**config.mk**
```make
export PLATFORM = sky130hd
export DESIGN_NAME = smb_reg_target
export DESIGN_NICKNAME = d
export VERILOG_FILES = /design/src/rtl/smb_pkg.sv /design/src/rtl/smb_line_sync.sv /design/src/rtl/smb_addr_latch.sv /design/src/rtl/smb_reg_target.sv
export SDC_FILE = /design/constraint.sdc
export NUM_CORES = 1
export LEC_CHECK = 0
export BUFFER_PORTS_ARGS = -buffer_cell sky130_fd_sc_hd__buf_2
export CAP_MARGIN = 20
export CORE_MARGIN = 2
export CORE_UTILIZATION = 28
export CTS_BUF_LIST = sky130_fd_sc_hd__clkbuf_8 sky130_fd_sc_hd__clkbuf_16
export DETAILED_ROUTE_END_ITERATION = 8
export PLACE_DENSITY = 0.49
export SLEW_MARGIN = 20
export SYNTH_ARGS = -nofsm -noshare
export SYNTH_HDL_FRONTEND = slang
export SYNTH_SLANG_ARGS = --single-unit
```
**constraint.sdc**
```tcl
create_clock -name clk -period 1.7 [get_ports clk]
set_input_delay 0.17 -clock clk [delete_from_list [all_inputs] [get_ports clk]]
set_output_delay 0.17 -clock clk [all_outputs]
set_load 0.02 [all_outputs]
```
**src/rtl/smb_pkg.sv**
```systemverilog
package smb_pkg;
    typedef enum logic [3:0] {
        ST_IDLE,
        ST_ADDR,
        ST_ADDR_ACK,
        ST_CMD,
        ST_CMD_ACK,
        ST_WDATA,
        ST_WDATA_ACK,
        ST_RDATA,
        ST_RDATA_ACK,
        ST_ARA_TX,
        ST_IGNORE
    } smb_state_e;

    localparam logic [6:0] ARA_ADDR = 7'b0001100;
endpackage

```
**src/rtl/smb_line_sync.sv**
```systemverilog
module smb_line_sync (
    input  logic clk,
    input  logic rst_n,
    input  logic line_i,
    output logic line_s,
    output logic line_q
);
    logic meta;

    // Bus idles high, so reset to 1 to avoid false edges.
    always_ff @(posedge clk or negedge rst_n) begin
        if (!rst_n) begin
            meta   <= 1'b1;
            line_s <= 1'b1;
            line_q <= 1'b1;
        end else begin
            meta   <= line_i;
            line_s <= meta;
            line_q <= line_s;
        end
    end
endmodule

```
**src/rtl/smb_addr_latch.sv**
```systemverilog
module smb_addr_latch #(
    parameter logic [6:0] BASE_ADDR = 7'h18,
    parameter int         SEL_W     = 2
) (
    input  logic             clk,
    input  logic             rst_n,
    input  logic [SEL_W-1:0] sel_i,
    output logic [6:0]       addr_o,
    output logic             valid_o
);
    // Capture once on the first clock after reset release.
    always_ff @(posedge clk or negedge rst_n) begin
        if (!rst_n) begin
            addr_o  <= BASE_ADDR;
            valid_o <= 1'b0;
        end else if (!valid_o) begin
            addr_o  <= BASE_ADDR | 7'(sel_i);
            valid_o <= 1'b1;
        end
    end
endmodule

```
**src/rtl/smb_reg_target.sv**
```systemverilog
module smb_reg_target
    import smb_pkg::*;
#(
    parameter int         REG_COUNT = 64,
    parameter int         AW        = $clog2(REG_COUNT),
    parameter logic [6:0] BASE_ADDR = 7'h18,
    parameter logic [AW-1:0] STAT_ADDR = AW'(2)
) (
    input  logic          clk,
    input  logic          rst_n,
    input  logic          scl_i,
    input  logic          sda_i,
    output logic          sda_oe,
    input  logic [1:0]    addr_sel,
    input  logic          alert_i,
    output logic [AW-1:0] reg_addr,
    output logic [7:0]    reg_wdata,
    output logic          reg_we,
    input  logic [7:0]    reg_rdata,
    output logic          stat_clr
);
    localparam logic [AW-1:0] LAST = AW'(REG_COUNT - 1);

    logic [1:0] raw, syn, dly;
    assign raw = {scl_i, sda_i};

    for (genvar g = 0; g < 2; g++) begin : g_sync
        smb_line_sync u_sync (
            .clk    (clk),
            .rst_n  (rst_n),
            .line_i (raw[g]),
            .line_s (syn[g]),
            .line_q (dly[g])
        );
    end

    logic scl_s, scl_q, sda_s, sda_q;
    assign {scl_s, sda_s} = syn;
    assign {scl_q, sda_q} = dly;

    logic scl_rise, scl_fall, start, stop;
    assign scl_rise = scl_s & ~scl_q;
    assign scl_fall = ~scl_s & scl_q;
    assign start    = scl_s & scl_q & sda_q & ~sda_s;
    assign stop     = scl_s & scl_q & ~sda_q & sda_s;

    logic [6:0] dev_addr;
    logic       addr_ok;

    smb_addr_latch #(.BASE_ADDR(BASE_ADDR), .SEL_W(2)) u_addr (
        .clk     (clk),
        .rst_n   (rst_n),
        .sel_i   (addr_sel),
        .addr_o  (dev_addr),
        .valid_o (addr_ok)
    );

    smb_state_e st, nxt;
    logic [7:0]    sh, tx;
    logic [2:0]    cnt;
    logic          done, rw, ara, m_ack, past_end;
    logic [AW-1:0] ptr;

    logic byte_fall, addr_hit, ara_hit, lost, shift_st, tx_st;
    assign byte_fall = scl_fall & done;
    assign addr_hit  = addr_ok && (sh[7:1] == dev_addr);
    assign ara_hit   = (sh[7:1] == ARA_ADDR) && sh[0] && alert_i;
    assign tx_st     = (st == ST_RDATA) || (st == ST_ARA_TX);
    assign shift_st  = tx_st || (st == ST_ADDR) || (st == ST_CMD) || (st == ST_WDATA);
    assign lost      = (st == ST_ARA_TX) && scl_rise && tx[7] && !sda_s;

    // Next-state logic
    always_comb begin
        nxt = st;
        if (start) begin
            nxt = ST_ADDR;
        end else if (stop) begin
            nxt = ST_IDLE;
        end else begin
            unique case (st)
                ST_IDLE:      nxt = ST_IDLE;
                ST_ADDR:      if (byte_fall) nxt = (addr_hit || ara_hit) ? ST_ADDR_ACK : ST_IGNORE;
                ST_ADDR_ACK:  if (scl_fall) nxt = ara ? ST_ARA_TX : (rw ? ST_RDATA : ST_CMD);
                ST_CMD:       if (byte_fall) nxt = ST_CMD_ACK;
                ST_CMD_ACK:   if (scl_fall) nxt = ST_WDATA;
                ST_WDATA:     if (byte_fall) nxt = ST_WDATA_ACK;
                ST_WDATA_ACK: if (scl_fall) nxt = ST_WDATA;
                ST_RDATA:     if (byte_fall) nxt = ST_RDATA_ACK;
                ST_RDATA_ACK: if (scl_fall) nxt = m_ack ? ST_RDATA : ST_IGNORE;
                ST_ARA_TX:    if (lost || byte_fall) nxt = ST_IGNORE;
                ST_IGNORE:    nxt = ST_IGNORE;
                default:      nxt = ST_IDLE;
            endcase
        end
    end

    // State register
    always_ff @(posedge clk or negedge rst_n) begin
        if (!rst_n) st <= ST_IDLE;
        else        st <= nxt;
    end

    // Datapath: shifters, bit counter, pointer
    always_ff @(posedge clk or negedge rst_n) begin
        if (!rst_n) begin
            sh <= '0; tx <= '0; cnt <= '0; done <= 1'b0;
            rw <= 1'b0; ara <= 1'b0; m_ack <= 1'b0;
            ptr <= '0; past_end <= 1'b0;
        end else if (start || stop) begin
            cnt  <= '0;
            done <= 1'b0;
        end else begin
            if (scl_rise && shift_st) begin
                sh  <= {sh[6:0], sda_s};
                cnt <= cnt + 3'd1;
                if (cnt == 3'd7) done <= 1'b1;
            end
            if (scl_rise && st == ST_RDATA_ACK) m_ack <= ~sda_s;
            if (byte_fall) begin
                cnt  <= '0;
                done <= 1'b0;
                if (st == ST_ADDR) begin
                    rw  <= sh[0];
                    ara <= ara_hit;
                end
                if (st == ST_CMD) begin
                    ptr      <= sh[AW-1:0];
                    past_end <= 1'b0;
                end
                if ((st == ST_WDATA || st == ST_RDATA) && !past_end) begin
                    if (ptr == LAST) past_end <= 1'b1;
                    else             ptr <= ptr + AW'(1);
                end
            end else if (scl_fall && tx_st) begin
                tx <= {tx[6:0], 1'b0};
            end
            if (scl_fall && ((st == ST_ADDR_ACK && rw && !ara) ||
                             (st == ST_RDATA_ACK && m_ack)))
                tx <= past_end ? 8'h00 : reg_rdata;
            if (scl_fall && st == ST_ADDR_ACK && ara)
                tx <= {dev_addr, 1'b0};
        end
    end

    // Outputs
    always_comb begin
        sda_oe    = 1'b0;
        reg_addr  = ptr;
        reg_wdata = sh;
        reg_we    = (st == ST_WDATA) && byte_fall && !past_end;
        stat_clr  = (st == ST_RDATA) && byte_fall && !past_end && (ptr == STAT_ADDR);
        unique case (st)
            ST_ADDR_ACK, ST_CMD_ACK, ST_WDATA_ACK: sda_oe = 1'b1;
            ST_RDATA, ST_ARA_TX:                   sda_oe = ~tx[7];
            default:                               sda_oe = 1'b0;
        endcase
    end
endmodule

```
==> impl.org <==
** Outcome
- The run finished, with violations left.
- The final reports fail on setup timing.

** Global routing
- All-layer global routing usage :: 14.77%
- Grt peak-use layer :: met2
- Met1 routing resource usage after global routing :: roughly a fifth
- Global routing consumed, on the met3 layer, roughly 2.6% of the routing resources.
- Global routing consumed, on the met2 layer, 23.82% of the routing resources.
- The via count of the first global-routing pass is 2,345.
- The first global-routing pass estimated roughly 12,000 um of wire.
- Summed over all layers, the global routing overflow is 0.
- Antenna violations before repair :: 0
- Maximum number of pins on one net before global-route repair :: 44

** Route
- DRC violation count after routing :: 0
- After detailed routing, the average wire length per cell comes to around 15 um.
- 1st-pass router iterations :: 4
- Final ANT Viol Nets :: 0
- Wirelength, routed :: between 6000 and 7000 um
- The final route contains ~2,200 vias.
- Vias per Instance :: just under 5
- Number of DRC violations after detailed-routing iteration 0 :: 62

** Synthesis
- Biggest area consumer among synthesized cells :: sky130_fd_sc_hd__dfrtp_1
- By instance count, the leading cell after synthesis is sky130_fd_sc_hd__dfrtp_1.
- Yosys mapped a number of flops with a built-in enable equal to 0.
- Of the post-synthesis cell area, the dominant cell type holds between 30% and 40%.
- Synthesis instantiated 57 different standard cells from the library.
- In the synthesized netlist, the number of instances is about 250.
- Synth warnings :: 0
- Post-synthesis sequential element count :: 43
- Synthesis produced a netlist with a net count of 267.
- Yosys attributes the largest share of cell area to sky130_fd_sc_hd__dfrtp_1 (38%), sky130_fd_sc_hd__dfstp_2 (6.4%), sky130_fd_sc_hd__mux2_2 (5.9%).
- Top cells by count, synth :: sky130_fd_sc_hd__dfrtp_1 (37), sky130_fd_sc_hd__nand2_1 (25), sky130_fd_sc_hd__nor2_1 (25)
- Among all flip-flop cells after synthesis, the most frequent one is sky130_fd_sc_hd__dfrtp_1.
- The synthesized netlist occupies a cell area of around 0.0025 mm^2.
- Share of flip-flops with an asynchronous set or reset :: between 90% and 100%
- Each instance of the synthesized netlist takes up on average slightly below 10 um^2.
- Summing the sequential cell areas from Yosys gives approximately 44% of the chip area.

** Pwr
- Per report_power, the combinational group accounts for about 54% of the total.
- In this run, flip-flops and latches consume 29.7% of the power.
- In this run the power spent charging and discharging nets is around 2000 uW.
- Leakage power of the design :: 0.001575 uW
- VDD sags by at most 0.6382 mV.
- Switching part of the total :: about two fifths
- Power per standard cell area :: between 1000 and 1500 mW/mm^2
- The clock network burns about 16% of the power.
- The internal power of the cells totals approximately 3200 uW.

** Placement
- Summed over all nets, the half-perimeter wirelength after detailed placement is roughly 4800 um.
- Total cell area at the placement stage :: around 0.0031 mm^2
- Placed Cells :: 430
- Port Buffer Count :: 31
- At the end of routability-driven placement, the weighted congestion stood at around 0.88.

** STA
- Worst setup slack after layout :: -0.1712 ns
- RSZ-0062 raised after global routing :: true
- The worst pin sits at a relative slew slack of between 60% and 70%.
- Final Skew :: a little over 0.008 ns
- After layout, the worst path uses 110.1% of the clock period.
- Number of failing setup endpoints in the final timing report :: 12
- Number of pins with negative max-slew slack in the final report :: 0
- Least-Margin Pin Slew :: between 0.5 and 0.6 ns
- Time the final worst path needs with I/O delays and setup :: about 1.9 ns
- In the final timing run, aggregate negative setup slack is -1.106 ns.
- The hold violation count in the final report is 0.
- Worst Hold Slack :: 0.06897 ns
- Based on the critical path, the design can be clocked at up to between 500 and 600 MHz.

** Floorplanning
- Top-Level Pins :: 32
- The floorplan step defined a die boundary enclosing roughly 0.0096 mm^2.
- Once the floorplan was initialized, standard cells occupied 28.51% of the core.
- Core outline area :: 0.008636 mm^2
- Measured along the y axis, the die boundary spans ~98 um.
- The floorplan has 34 rows.
- Width of the die :: 97.78 um

** Clock tree
- In this run, CTS created clock tree buffers numbering 5.
- After clock tree synthesis, the clock-pin slew on the worst setup and hold paths is ~0.090 ns.
- The later pin in the worst-skew pair is clocked with a latency of ~0.30 ns.
- Clock net sink count :: 43
- TritonCTS clock tree :: yes
- Maximum level of the CTS H-tree :: 2
- The root buffer cell chosen for the clock tree is sky130_fd_sc_hd__clkbuf_8.
- No sink is reached through more buffers than the 2 on the longest clock path.

** Final layout
- The post-route netlist has 48.41% of its cells at a drive strength greater than 1.
- Final Cell Area :: ~0.0036 mm^2
- Number of antenna cells inserted :: 0
- The final layout contains roughly 370 nets.
- Cells fill between 40% and 50% of the core in the end.
- Area delta synth->final :: 44.56%
- Non-filler instance count after layout :: around 460

** Run
- The tool flagged a number of max-cap violations equal to 0.

** Setup path
- Highest net fanout along the worst path :: 7
- For the worst setup path, the data arrival time is slightly above 2 ns.
- Path type of the worst setup path :: reg -> reg
- For the worst setup path, the data required time is ~1.9 ns.
- Cells on worst reg2reg path :: 5
- Sort of element at the start of the critical path :: register
- Setup crit end kind :: register

** Hold path
- The worst hold path passes through 3 cells.
- The worst hold path belongs to the class in -> reg.
## metal layers
metal | share of wire, % | up-vias
li1 | - | 1087
met1 | 48 | 1067
met2 | 46 | 42
met3 | 3.8 | 11
met4 | 1.9 | 0
met5 | 0 | -
## placed cells by master, fill, tap and decap left out, types with 2 or more instances in the layout
cell type / instances
sky130_fd_sc_hd__inv_1: 6
sky130_fd_sc_hd__nor2_1: 21
sky130_fd_sc_hd__xor2_1: 3
sky130_fd_sc_hd__mux2_4: 3
sky130_fd_sc_hd__o21ai_2: 2
sky130_fd_sc_hd__a31oi_1: 4
sky130_fd_sc_hd__a31oi_4: 2
sky130_fd_sc_hd__dfstp_2: 6
sky130_fd_sc_hd__nor2b_1: 3
sky130_fd_sc_hd__buf_4: 54
sky130_fd_sc_hd__buf_2: 28
sky130_fd_sc_hd__nand2_2: 2
sky130_fd_sc_hd__dfrtp_2: 4
sky130_fd_sc_hd__ha_1: 4
sky130_fd_sc_hd__o22a_1: 2
sky130_fd_sc_hd__a21oi_2: 2
sky130_fd_sc_hd__nor2_2: 4
sky130_fd_sc_hd__clkbuf_8: 5
sky130_fd_sc_hd__nand4_1: 3
sky130_fd_sc_hd__nor3_2: 3
sky130_fd_sc_hd__o21ai_1: 5
sky130_fd_sc_hd__dfrtp_1: 33
sky130_fd_sc_hd__dlygate4sd3_1: 3
sky130_fd_sc_hd__o22ai_1: 3
sky130_fd_sc_hd__a2bb2oi_1: 2
sky130_fd_sc_hd__nor2b_4: 3
sky130_fd_sc_hd__nand3b_1: 4
sky130_fd_sc_hd__buf_6: 16
sky130_fd_sc_hd__nor4b_4: 2
sky130_fd_sc_hd__o21ai_0: 9
sky130_fd_sc_hd__nand3_1: 7
sky130_fd_sc_hd__a21oi_1: 20
sky130_fd_sc_hd__nand4bb_4: 2
sky130_fd_sc_hd__nand2b_1: 3
sky130_fd_sc_hd__mux2_2: 13
sky130_fd_sc_hd__nand2_1: 23
sky130_fd_sc_hd__a211oi_2: 2
sky130_fd_sc_hd__nor3b_1: 5
## cell families (layout without fill, tap and decap cells)
kind of cell    Yosys count  count (layout)  synth area share (%)
compound gates           64              64                 17.73
xor+xnor                  5               5                 1.779
fa+ha+maj                 4               4                 2.033
buf+inv                  17             116                 3.811
flops                    43              43                 44.00
mux                      16              16                 7.774
other cells               1               1                0.1523
simple gates             98              98                 22.71
## power groups by stage
stage                     sequential [uW]  clock (uW)  combinational, uW
final                                1540         839               2810
after global routing                 1580         905               3050
after CTS                            1540         863               2610
after detailed placement             1610           0               2320
after global placement               1600           0               2310
after floorplan                      1630           0               1370
## critical path: stages (launching register included)
cell and delay [ns]:
sky130_fd_sc_hd__dfrtp_2 0.43, sky130_fd_sc_hd__buf_6 0.13, sky130_fd_sc_hd__nor4b_4 0.35, sky130_fd_sc_hd__a32oi_4 0.15
sky130_fd_sc_hd__a31oi_4 0.37, sky130_fd_sc_hd__mux2_4 0.33
## through the flow
stage               total power, uW  worst slack, ns
global route                   5539          -0.2399
detailed placement             3937         -0.08611
global placement               3915         -0.08539
CTS                            5012          -0.1684
floorplan                      2993         -0.01904
finish                         5189          -0.1712
## cell type report
cell class | count | area [um^2]
Fill cell | 881 | 5076
Sequential cell | 43 | 1089
Timing Repair Buffer | 101 | 755.7
Tap cell | 108 | 135.1
Clock inverter | 3 | 46.29
Inverter | 7 | 26.28
Multi-Input combinational cell | 188 | 1439
Clock buffer | 5 | 68.82
## worst paths after layout
check                                 startpoint                      end  slack, ns
setup reg to reg                           st[1]                    tx[7]      -0.17
setup / recovery                           st[1]                    tx[7]      -0.17
min in group asynchronous                  rst_n                    tx[6]       0.48
hold / removal                      reg_rdata[0]                    tx[0]       0.07
hold reg to reg            g_sync[0].u_sync.meta  g_sync[0].u_sync.line_s       0.36
max in group asynchronous                  rst_n                    st[2]       0.81
## state kept, by name, indices dropped and copies added (netlist names), 2 cells and up
name and count:
u_addr.addr_o 2, g_sync.u_sync.line_s 2, g_sync.u_sync.meta 2, reg_wdata 8, cnt 3, st 4
g_sync.u_sync.line_q 2, tx 8, reg_addr 6
## repair_timing
item                                    4_1_cts  5_1_grt
hold endpoints to repair                     39        0
buffers inserted                             13        2
hold buffers                                  3        0
gates resized for setup                      23       33
pin swaps                                     7        4
endpoints found under the setup margin       21       34
Note: power is estimated with default switching activity, not from simulation.
